## config.mk

```make
export PLATFORM = sky130hd
export DESIGN_NAME = burst_sram_fe
export DESIGN_NICKNAME = d
export VERILOG_FILES = /design/src/rtl/bsf_pkg.sv /design/src/rtl/bsf_cmd_decode.sv /design/src/rtl/bsf_burst_seq.sv /design/src/rtl/bsf_array.sv /design/src/rtl/burst_sram_fe.sv
export SDC_FILE = /design/constraint.sdc
export NUM_CORES = 2
export LEC_CHECK = 0
export ABC_AREA = 0
export BUFFER_PORTS_ARGS = -buffer_cell sky130_fd_sc_hd__clkbuf_2
export CORE_ASPECT_RATIO = 0.9
export CORE_UTILIZATION = 60
export CTS_CLUSTER_SIZE = 25
export DETAILED_ROUTE_END_ITERATION = 16
export PLACE_DENSITY = 0.76
export SLEW_MARGIN = 40
export SYNTH_ARGS = -nofsm -noshare
export SYNTH_HDL_FRONTEND = slang
export SYNTH_SLANG_ARGS = --single-unit
```

## constraint.sdc

```tcl
create_clock -name clk -period 7.4 [get_ports clk]
set_input_delay 0.74 -clock clk [delete_from_list [all_inputs] [get_ports clk]]
set_output_delay 0.74 -clock clk [all_outputs]
set_load 0.02 [all_outputs]
```

## src/rtl/bsf_pkg.sv

```systemverilog
package bsf_pkg;

    typedef enum logic [1:0] {
        CMD_HOLD  = 2'd0,
        CMD_DESEL = 2'd1,
        CMD_READ  = 2'd2,
        CMD_WRITE = 2'd3
    } bsf_cmd_e;

    typedef enum logic [1:0] {
        OP_IDLE  = 2'd0,
        OP_READ  = 2'd1,
        OP_WRITE = 2'd2
    } bsf_op_e;

endpackage

```

## src/rtl/bsf_cmd_decode.sv

```systemverilog
module bsf_cmd_decode
    import bsf_pkg::*;
#(
    parameter int NBYTES = 4
) (
    input  logic              proc_stb_n,
    input  logic              ctrl_stb_n,
    input  logic              ce_pri_n,
    input  logic              ce_hi,
    input  logic              ce_lo_n,
    input  logic              gwr_n,
    input  logic              wr_n,
    input  logic [NBYTES-1:0] lane_n,
    output bsf_cmd_e          cmd,
    output logic [NBYTES-1:0] lane_we
);

    logic chip_on;
    logic proc_live;

    always_comb begin
        chip_on   = !ce_pri_n && ce_hi && !ce_lo_n;
        // processor strobe only counts while the primary enable is active
        proc_live = !proc_stb_n && !ce_pri_n;

        if (!gwr_n) begin
            lane_we = '1;
        end else if (!wr_n) begin
            lane_we = ~lane_n;
        end else begin
            lane_we = '0;
        end

        if (proc_live) begin
            cmd = chip_on ? CMD_READ : CMD_DESEL;
        end else if (!ctrl_stb_n) begin
            if (!chip_on) begin
                cmd = CMD_DESEL;
            end else if (|lane_we) begin
                cmd = CMD_WRITE;
            end else begin
                cmd = CMD_READ;
            end
        end else begin
            cmd = CMD_HOLD;
        end
    end

endmodule

```

## src/rtl/bsf_burst_seq.sv

```systemverilog
module bsf_burst_seq #(
    parameter int BURST_W = 2
) (
    input  logic [BURST_W-1:0] base,
    input  logic [BURST_W-1:0] cnt,
    input  logic               linear,
    output logic [BURST_W-1:0] lo
);

    always_comb begin
        if (linear) begin
            lo = BURST_W'(base + cnt);
        end else begin
            lo = base ^ cnt;
        end
    end

endmodule

```

## src/rtl/bsf_array.sv

```systemverilog
module bsf_array #(
    parameter int ADDR_W = 6,
    parameter int NBYTES = 4
) (
    input  logic                clk,
    input  logic                wr_en,
    input  logic [ADDR_W-1:0]   wr_addr,
    input  logic [NBYTES-1:0]   wr_lanes,
    input  logic [NBYTES*8-1:0] wr_data,
    input  logic                rd_en,
    input  logic [ADDR_W-1:0]   rd_addr,
    output logic [NBYTES*8-1:0] rd_data
);

    localparam int DEPTH = 1 << ADDR_W;

    for (genvar b = 0; b < NBYTES; b++) begin : g_lane
        logic [7:0] lane_mem [DEPTH];
        logic [7:0] lane_q;

        always_ff @(posedge clk) begin
            if (wr_en && wr_lanes[b]) begin
                lane_mem[wr_addr] <= wr_data[8*b +: 8];
            end
        end

        always_ff @(posedge clk) begin
            if (rd_en) begin
                lane_q <= lane_mem[rd_addr];
            end
        end

        assign rd_data[8*b +: 8] = lane_q;
    end

endmodule

```

## src/rtl/burst_sram_fe.sv

```systemverilog
module burst_sram_fe
    import bsf_pkg::*;
#(
    parameter int ADDR_W  = 6,
    parameter int DATA_W  = 32,
    parameter int BURST_W = 2
) (
    input  logic                     clk,
    input  logic                     rst_n,
    input  logic [ADDR_W-1:0]        addr_i,
    input  logic                     proc_stb_n,
    input  logic                     ctrl_stb_n,
    input  logic                     ce_pri_n,
    input  logic                     ce_hi,
    input  logic                     ce_lo_n,
    input  logic                     adv_n,
    input  logic                     gwr_n,
    input  logic                     wr_n,
    input  logic [DATA_W/8-1:0]      lane_n,
    input  logic                     linear_i,
    input  logic                     oe_n,
    input  logic [DATA_W-1:0]        wdata_i,
    output logic [DATA_W-1:0]        rdata_o,
    output logic                     rvalid_o
);

    localparam int NBYTES = DATA_W / 8;
    localparam int HI_W   = ADDR_W - BURST_W;

    typedef struct packed {
        bsf_op_e             op;
        logic [HI_W-1:0]     hi;
        logic [BURST_W-1:0]  base;
        logic [BURST_W-1:0]  cnt;
        logic                rd_pend;
        logic [ADDR_W-1:0]   rd_addr;
        logic                vld;
    } bsf_state_t;

    bsf_state_t st_d, st_q;

    bsf_cmd_e            cmd;
    logic [NBYTES-1:0]   lane_we;
    logic [BURST_W-1:0]  cnt_nx;
    logic [BURST_W-1:0]  beat_lo;
    logic [ADDR_W-1:0]   beat_addr;
    logic                wr_en;
    logic [ADDR_W-1:0]   wr_addr;
    logic [DATA_W-1:0]   arr_q;

    bsf_cmd_decode #(.NBYTES(NBYTES)) u_dec (
        .proc_stb_n (proc_stb_n),
        .ctrl_stb_n (ctrl_stb_n),
        .ce_pri_n   (ce_pri_n),
        .ce_hi      (ce_hi),
        .ce_lo_n    (ce_lo_n),
        .gwr_n      (gwr_n),
        .wr_n       (wr_n),
        .lane_n     (lane_n),
        .cmd        (cmd),
        .lane_we    (lane_we)
    );

    assign cnt_nx = adv_n ? st_q.cnt : BURST_W'(st_q.cnt + 1'b1);

    bsf_burst_seq #(.BURST_W(BURST_W)) u_seq (
        .base   (st_q.base),
        .cnt    (cnt_nx),
        .linear (linear_i),
        .lo     (beat_lo)
    );

    assign beat_addr = {st_q.hi, beat_lo};

    always_comb begin
        st_d         = st_q;
        st_d.rd_pend = 1'b0;
        st_d.vld     = st_q.rd_pend;
        wr_en        = 1'b0;
        wr_addr      = beat_addr;

        unique case (cmd)
            CMD_DESEL: begin
                st_d.op = OP_IDLE;
            end
            CMD_READ, CMD_WRITE: begin
                st_d.op      = (cmd == CMD_WRITE) ? OP_WRITE : OP_READ;
                st_d.hi      = addr_i[ADDR_W-1:BURST_W];
                st_d.base    = addr_i[BURST_W-1:0];
                st_d.cnt     = '0;
                st_d.rd_pend = (cmd == CMD_READ);
                st_d.rd_addr = addr_i;
                wr_en        = (cmd == CMD_WRITE);
                wr_addr      = addr_i;
            end
            default: begin
                if (st_q.op == OP_READ) begin
                    st_d.cnt     = cnt_nx;
                    st_d.rd_pend = 1'b1;
                    st_d.rd_addr = beat_addr;
                end else if (st_q.op == OP_WRITE) begin
                    st_d.cnt = cnt_nx;
                    wr_en    = |lane_we;
                end
            end
        endcase
    end

    always_ff @(posedge clk or negedge rst_n) begin
        if (!rst_n) begin
            st_q <= '{op: OP_IDLE, default: '0};
        end else begin
            st_q <= st_d;
        end
    end

    bsf_array #(.ADDR_W(ADDR_W), .NBYTES(NBYTES)) u_arr (
        .clk      (clk),
        .wr_en    (wr_en),
        .wr_addr  (wr_addr),
        .wr_lanes (lane_we),
        .wr_data  (wdata_i),
        .rd_en    (st_q.rd_pend),
        .rd_addr  (st_q.rd_addr),
        .rd_data  (arr_q)
    );

    assign rvalid_o = st_q.vld && !oe_n;
    assign rdata_o  = rvalid_o ? arr_q : '0;

endmodule

```

# Yosys cells after proc, flatten, opt, wreduce, memory -nomap -nowiden
# Memories as Yosys holds them, arrays and structs flattened. A register that Yosys moved wholly into a read port is not among the register bits.
# Cells that the tools add are included.
dict set report classes {
  addsub 2
  n_mul 0
  div_mod_pow 0
  n_lt_le_gt_ge 0
  eq_ne 5
  shifts 0
  n_mux 28
  bitwise 3
  n_reduce_logical 19
}
# operator count
set ops {}
lappend ops {{two-way mux 32 bit} 1}
lappend ops {{two-way mux 2 bit} 9}
lappend ops {{one-hot mux 9 bit (2 select lines)} 1}
lappend ops {{two-way mux 1 bit} 11}
lappend ops {{logical AND 1 bit} 8}
lappend ops {{two-way mux 4 bit} 2}
lappend ops {{two-way mux 7 bit} 1}
lappend ops {{equality test 2 bit (second input constant)} 3}
lappend ops {{two-way mux 6 bit} 1}
lappend ops {{equality test 2 x 1 -> 1 bit (second input constant)} 2}
lappend ops {{zero test 1 bit} 4}
lappend ops {{inverter 4 bit} 1}
lappend ops {{one-hot mux 2 bit (2 select lines)} 1}
lappend ops {{AND reduction 2 bit} 2}
lappend ops {{nonzero test 2 bit} 2}
lappend ops {{OR reduction 4 bit} 1}
lappend ops {{nonzero test 3 bit} 1}
lappend ops {{adder 2 x 1 -> 2 bit (second input constant)} 1}
lappend ops {{adder 2 bit} 1}
lappend ops {{one-hot mux 1 bit (2 select lines)} 1}
lappend ops {{OR reduction 2 bit} 1}
lappend ops {{XOR 2 bit} 1}
lappend ops {{inverter 1 bit} 1}
dict set report word_totals {
  ff_bits 18
  latch_bits 0
  ramBits 2048
  romBits 0
  out_inout_bits 33
  memories 4
}
# name words width read_ports rd_clocked_by_memory_dff wr line
set memory_table {}
lappend memory_table {{u_arr.g_lane[0].lane_mem} 64 8 1 1 1 bsf_array.sv:18} ;# logic [7:0] lane_mem [DEPTH];
lappend memory_table {{u_arr.g_lane[1].lane_mem} 64 8 1 1 1 bsf_array.sv:18}
lappend memory_table {{u_arr.g_lane[2].lane_mem} 64 8 1 1 1 bsf_array.sv:18}
lappend memory_table {{u_arr.g_lane[3].lane_mem} 64 8 1 1 1 bsf_array.sv:18}

# Depth between registers and ports, before layout
dict set report logic_depth {
  depth_word 14
  depth_mapped 9
  mapped_depth_nobuf 7
}

# Hierarchy
# A second synthesis with hierarchy kept.
dict set report hier_totals {
  cells_unflattened 3779
  hier_area_um2 80807.5
}
# mod n_inst cells_each area_each_um2 seq_area_each_um2
set modules_own_cells {}
lappend modules_own_cells {bsf_array 1 3661 79675.2 62459.9}
lappend modules_own_cells {burst_sram_fe 1 101 1028.5 450.4}
lappend modules_own_cells {bsf_cmd_decode 1 12 66.3 0.0}
lappend modules_own_cells {bsf_burst_seq 1 5 37.5 0.0}

# Worst setup path before layout
# Ideal clock, no wire load.
dict set report synth_path {
  path_kind {input to register}
  start {input adv_n}
  end {memory u_arr.g_lane[1].lane_mem[4][0] (enable)}
  setup_ns 0.370
  arrival_ns 2.443
  required_ns 7.030
  setup_slack_ns 4.587
  stages 8
  n_path_buf 1
  path_cell_list {xnor2_1 ha_1 nand2_1 xnor3_1 mux2i_1 nand2_1 clkbuf_1 nor2_1}
}
dict set report synth_between {
  elab_chain_len 4
  elab_cells_between_ends 5
}
# element line
set synth_rtl {}
lappend synth_rtl {{start, declared} burst_sram_fe.sv:16} ;# input logic adv_n,
lappend synth_rtl {{two-way mux 2 bit *} burst_sram_fe.sv:64} ;# assign cnt_nx = adv_n ? st_q.cnt : BURST_W'(st_q.cnt + 1'b1);
lappend synth_rtl {{adder 2 bit / XOR 2 bit (equally long branches)} {bsf_burst_seq.sv:12, bsf_burst_seq.sv:14}}
lappend synth_rtl {{two-way mux 2 bit *} bsf_burst_seq.sv:11} ;# if (linear) begin
lappend synth_rtl {{two-way mux 6 bit *} burst_sram_fe.sv:82} ;# unique case (cmd)
lappend synth_rtl {{end, declared} bsf_array.sv:18}
# Every way passes the cells marked *; elsewhere a longest branch is shown, timed or not.

==> flow_metrics.env <==
export IMPL_synthArstFlopShare_pct=0.858
export IMPL_layout_nets=4056
export IMPL_kind_of_capture_point_of_the_worst_setup_path="flop"
export IMPL_slew_viol_final=0
export IMPL_static_leak_nw=27.8
export IMPL_unrepaired_setup_endpoints_after_global_routing="no"
export IMPL_worst_slew_margin_rel_pct=37.1
export IMPL_std_cell_rows=127
export IMPL_hp_start="adv_n"
export IMPL_postCtsHoldBufs=1
export IMPL_timing_setup_critical_path_class="flop to flop"
export IMPL_die_width_um=390
export IMPL_period_share_pct=53.8
export IMPL_timing_max_cap_violations=0
export IMPL_post_synth_top_count_cell="sky130_fd_sc_hd__edfxtp_1"
export IMPL_synth_top_cells_by_area="sky130_fd_sc_hd__edfxtp_1, sky130_fd_sc_hd__mux4_2, sky130_fd_sc_hd__nor2_1"
export IMPL_routedLengthMet1_um=76300
export IMPL_setup_viol=0
export IMPL_core_sq_um=134000
export IMPL_synth_simple_area_share_pct=3.06
export IMPL_clock_latency_ns=0.82
export IMPL_dp_final_hpwl_um=118000
export IMPL_finalWeightedCongestion=0.817
export IMPL_drc=0
export IMPL_ys_warnings_count=0
export IMPL_number_of_drc_markers_in_iteration_0=6687
export IMPL_grt_pass1_vias=40877
export IMPL_critPathRequiredTime_ns=7.89
export IMPL_cp_arrival_ns=4.47
export IMPL_die_area_sq_um=137000
export IMPL_final_design_area_no_fill_sq_um=89900
export IMPL_synth_xor_area_share_pct=0.0600
export IMPL_grt_pass1_wl_um=291000
export IMPL_netlist_area_sq_um=81300
export IMPL_synth_adder_area_share_pct=0.0462
export IMPL_ys_seq_elements=2098
export IMPL_grt_overflow_total=0
export IMPL_dpl_instance_area_sq_um=83700
export IMPL_synthesis_instances=3844
export IMPL_clock_tree_htree_level_count=4
export IMPL_yosys_most_used_dff="sky130_fd_sc_hd__edfxtp_1"
export IMPL_antenna_found_initial=16
export IMPL_start_util_pct=60.7
export IMPL_final_critical_delay_including_setup_and_external_delays_ns=3.98
export IMPL_synth_compound_area_share_pct=3.27
export IMPL_cts_reportedPaths_clkPinSlew_ns=0.06
export IMPL_synth_enable_flop_cells=2080
export IMPL_cts_num_sinks=2098
export IMPL_power_density_nw_per_um2=308
export IMPL_finalHoldViolCount=0
export IMPL_netlist_cell_type_count=58
export IMPL_routed_top_layer="met5"
export IMPL_synth_seq_area_share_pct=77.4
export IMPL_worst_ir_drop_vdd_mv=0.285
export IMPL_globalRouteTotalUtil_pct=30.2
export IMPL_tritoncts="yes"
export IMPL_worstReg2RegStart="st_q[2]"
export IMPL_synth_top_cell_area_share_pct=76.8
export IMPL_worstSetupStartpointType="flop"
export IMPL_area_growth_syn_to_layout_pct=10.6
export IMPL_vias_per_instance=6.93
export IMPL_synth_avg_cell_area_sq_um=21.1
export IMPL_detail_route_wl_per_cell_um=34.2
export IMPL_cts_resized_gates=0
export IMPL_synth_top_cells_by_count="sky130_fd_sc_hd__edfxtp_1, sky130_fd_sc_hd__mux4_2, sky130_fd_sc_hd__nor2_1"
export IMPL_final_antenna_net_count=0
export IMPL_detailroute_wirelength_met3_um=27200
export IMPL_die_y_um=351
export IMPL_ctsRootBufferMaster="sky130_fd_sc_hd__clkbuf_16"
export IMPL_io_pins=87
export IMPL_main_combinational_cell_family_by_area_after_synthesis="multiplexers"
export IMPL_grt_start_max_net_pins=125
export IMPL_synth_top_cell_by_area="sky130_fd_sc_hd__edfxtp_1"
export IMPL_clock_fmax_ghz=0.251
export IMPL_routed_wirelength_um=204000
export IMPL_cts_max_path_buffers=3
export IMPL_cp_max_fo=60
export IMPL_slew_of_the_pin_with_the_lowest_slew_margin_ns=0.940
export IMPL_post_cts_repair_setup_buffers=0
export IMPL_met2_wirelength_um=93500
export IMPL_final_layout_size_suffix_gt1_share_pct=24.8
export IMPL_fin_tns_setup_ns=0
export IMPL_dr_pass1_iters=6
export IMPL_result_of_the_run="finished clean"
export IMPL_worst_clock_skew_ns=0.0319
export IMPL_muxShareOfSynthArea_pct=14.5
export IMPL_worst_setup_path_startpoint="st_q[2]"
export IMPL_cts_buffers=192
export IMPL_hold_path_class="input pin to flop"
export IMPL_mappedNetlistNets=3901
export IMPL_port_buffers=86
export IMPL_via_count=41312
==> area by class of cell <==
type	count	area, sq um
Antenna cell	5	12.5
Clock buffer	229	5070
Clock inverter	115	932
Fill cell	8277	43900
Inverter	7	26.3
Multi-Input combinational cell	1515	17300
Sequential cell	2098	62900
Tap cell	1806	2260
Timing Repair Buffer	185	1320
==> sequential cells by signal (all words and copies together), names as in the netlist <==
name                   cells
beat_addr                  4
st_q                      13
u_arr.g_lane.lane_q       32
st_d                       1
u_arr.g_lane.lane_mem   2048
==> critical path, cell delays in order (launching register included) <==
cell and delay, ns:
sky130_fd_sc_hd__dfrtp_4 0.75, sky130_fd_sc_hd__buf_6 0.60, sky130_fd_sc_hd__buf_4 0.72, sky130_fd_sc_hd__mux4_2 0.40
sky130_fd_sc_hd__a22o_1 0.25, sky130_fd_sc_hd__a221oi_1 0.49, sky130_fd_sc_hd__a221oi_1 0.28
==> layout by cell type, fill, tap and decap left out, types with 9 or more instances in the layout <==
cell                        count
sky130_fd_sc_hd__nand3_1       62
sky130_fd_sc_hd__nand2_1       85
sky130_fd_sc_hd__nor2_2        40
sky130_fd_sc_hd__a211oi_1       9
sky130_fd_sc_hd__clkbuf_2      85
sky130_fd_sc_hd__clkinv_1      44
sky130_fd_sc_hd__a21oi_1       36
sky130_fd_sc_hd__nand2b_1      10
sky130_fd_sc_hd__and2_1        34
sky130_fd_sc_hd__nand2_2       12
sky130_fd_sc_hd__o21ai_0       15
sky130_fd_sc_hd__edfxtp_1    2080
sky130_fd_sc_hd__o221ai_1      40
sky130_fd_sc_hd__mux4_2       472
sky130_fd_sc_hd__clkinv_2      41
sky130_fd_sc_hd__dfrtp_1       12
sky130_fd_sc_hd__and3_1        10
sky130_fd_sc_hd__clkbuf_16    198
sky130_fd_sc_hd__buf_4         76
sky130_fd_sc_hd__bufinv_16     14
sky130_fd_sc_hd__a211o_1       13
sky130_fd_sc_hd__clkbuf_1      31
sky130_fd_sc_hd__nor2b_1       12
sky130_fd_sc_hd__a221oi_1      30
sky130_fd_sc_hd__a22o_1        20
sky130_fd_sc_hd__mux2i_1      101
sky130_fd_sc_hd__buf_6         10
sky130_fd_sc_hd__o22ai_1       65
sky130_fd_sc_hd__a22oi_1       84
sky130_fd_sc_hd__nor2_1       260
==> layer usage <==
| metal | global-route usage [%] | vias up |
|---|---|---|
| met5 | 0 | - |
| met4 | 11.1 | 14 |
| met3 | 8.72 | 426 |
| met2 | 44.9 | 3062 |
| met1 | 43.4 | 21441 |
| li1 | - | 16369 |
==> power breakdown <==
part	internal (mW)	total, mW	leakage, nW	switching [mW]
Combinational	1.78	4.75	5.89	2.98
Clock	5.36	9.61	2.96	4.25
Sequential	13.1	13.3	18.9	0.137
==> cells by family (layout without fill, tap and decap cells) <==
group | after synthesis | after routing
xor gates and xnor gates | 4 | 4
and+or+nand+nor | 564 | 564
buffers and inverters | 231 | 536
adders and majority gates | 3 | 3
DFF | 2098 | 2098
muxes | 586 | 586
other | 0 | 5
AOI/OAI and AO/OA | 358 | 358
==> stage by stage <==
| step | instances | hold WS, ns | worst slack [ns] | power, mW | util [%] |
|---|---|---|---|---|---|
| final | 5960 | 0.196 | 3.42 | 27.6 | 67.2 |
| after global routing | 5955 | 0.188 | 3.36 | 28.3 | 67.2 |
| after CTS | 5951 | 0.137 | 3.24 | 27.6 | 67.0 |
| after detailed placement | 5606 | 0.482 | 2.99 | 18.2 | 62.5 |
| after global placement | 5602 | 0.491 | 3.13 | 18.1 | 62.4 |
| after floorplan | 3844 | 0.444 | 4.59 | 16.4 | - |
==> final timing paths <==
| kind | endpoint | slack [ns] | cells past startpoint |
|---|---|---|---|
| worst max register to register | u_arr.g_lane[2].lane_q[6] | 3.42 | 6 |
| min in group asynchronous | st_q[16] | 0.47 | 2 |
| worst min-delay path | st_q[8] | 0.20 | 2 |
| max in group asynchronous | st_q[1] | 6.46 | 2 |
| worst min register to register | st_q[10] | 0.49 | 2 |
| worst max-delay path | u_arr.g_lane[2].lane_q[6] | 3.42 | 6 |
Power figures use the tool's default switching activity.
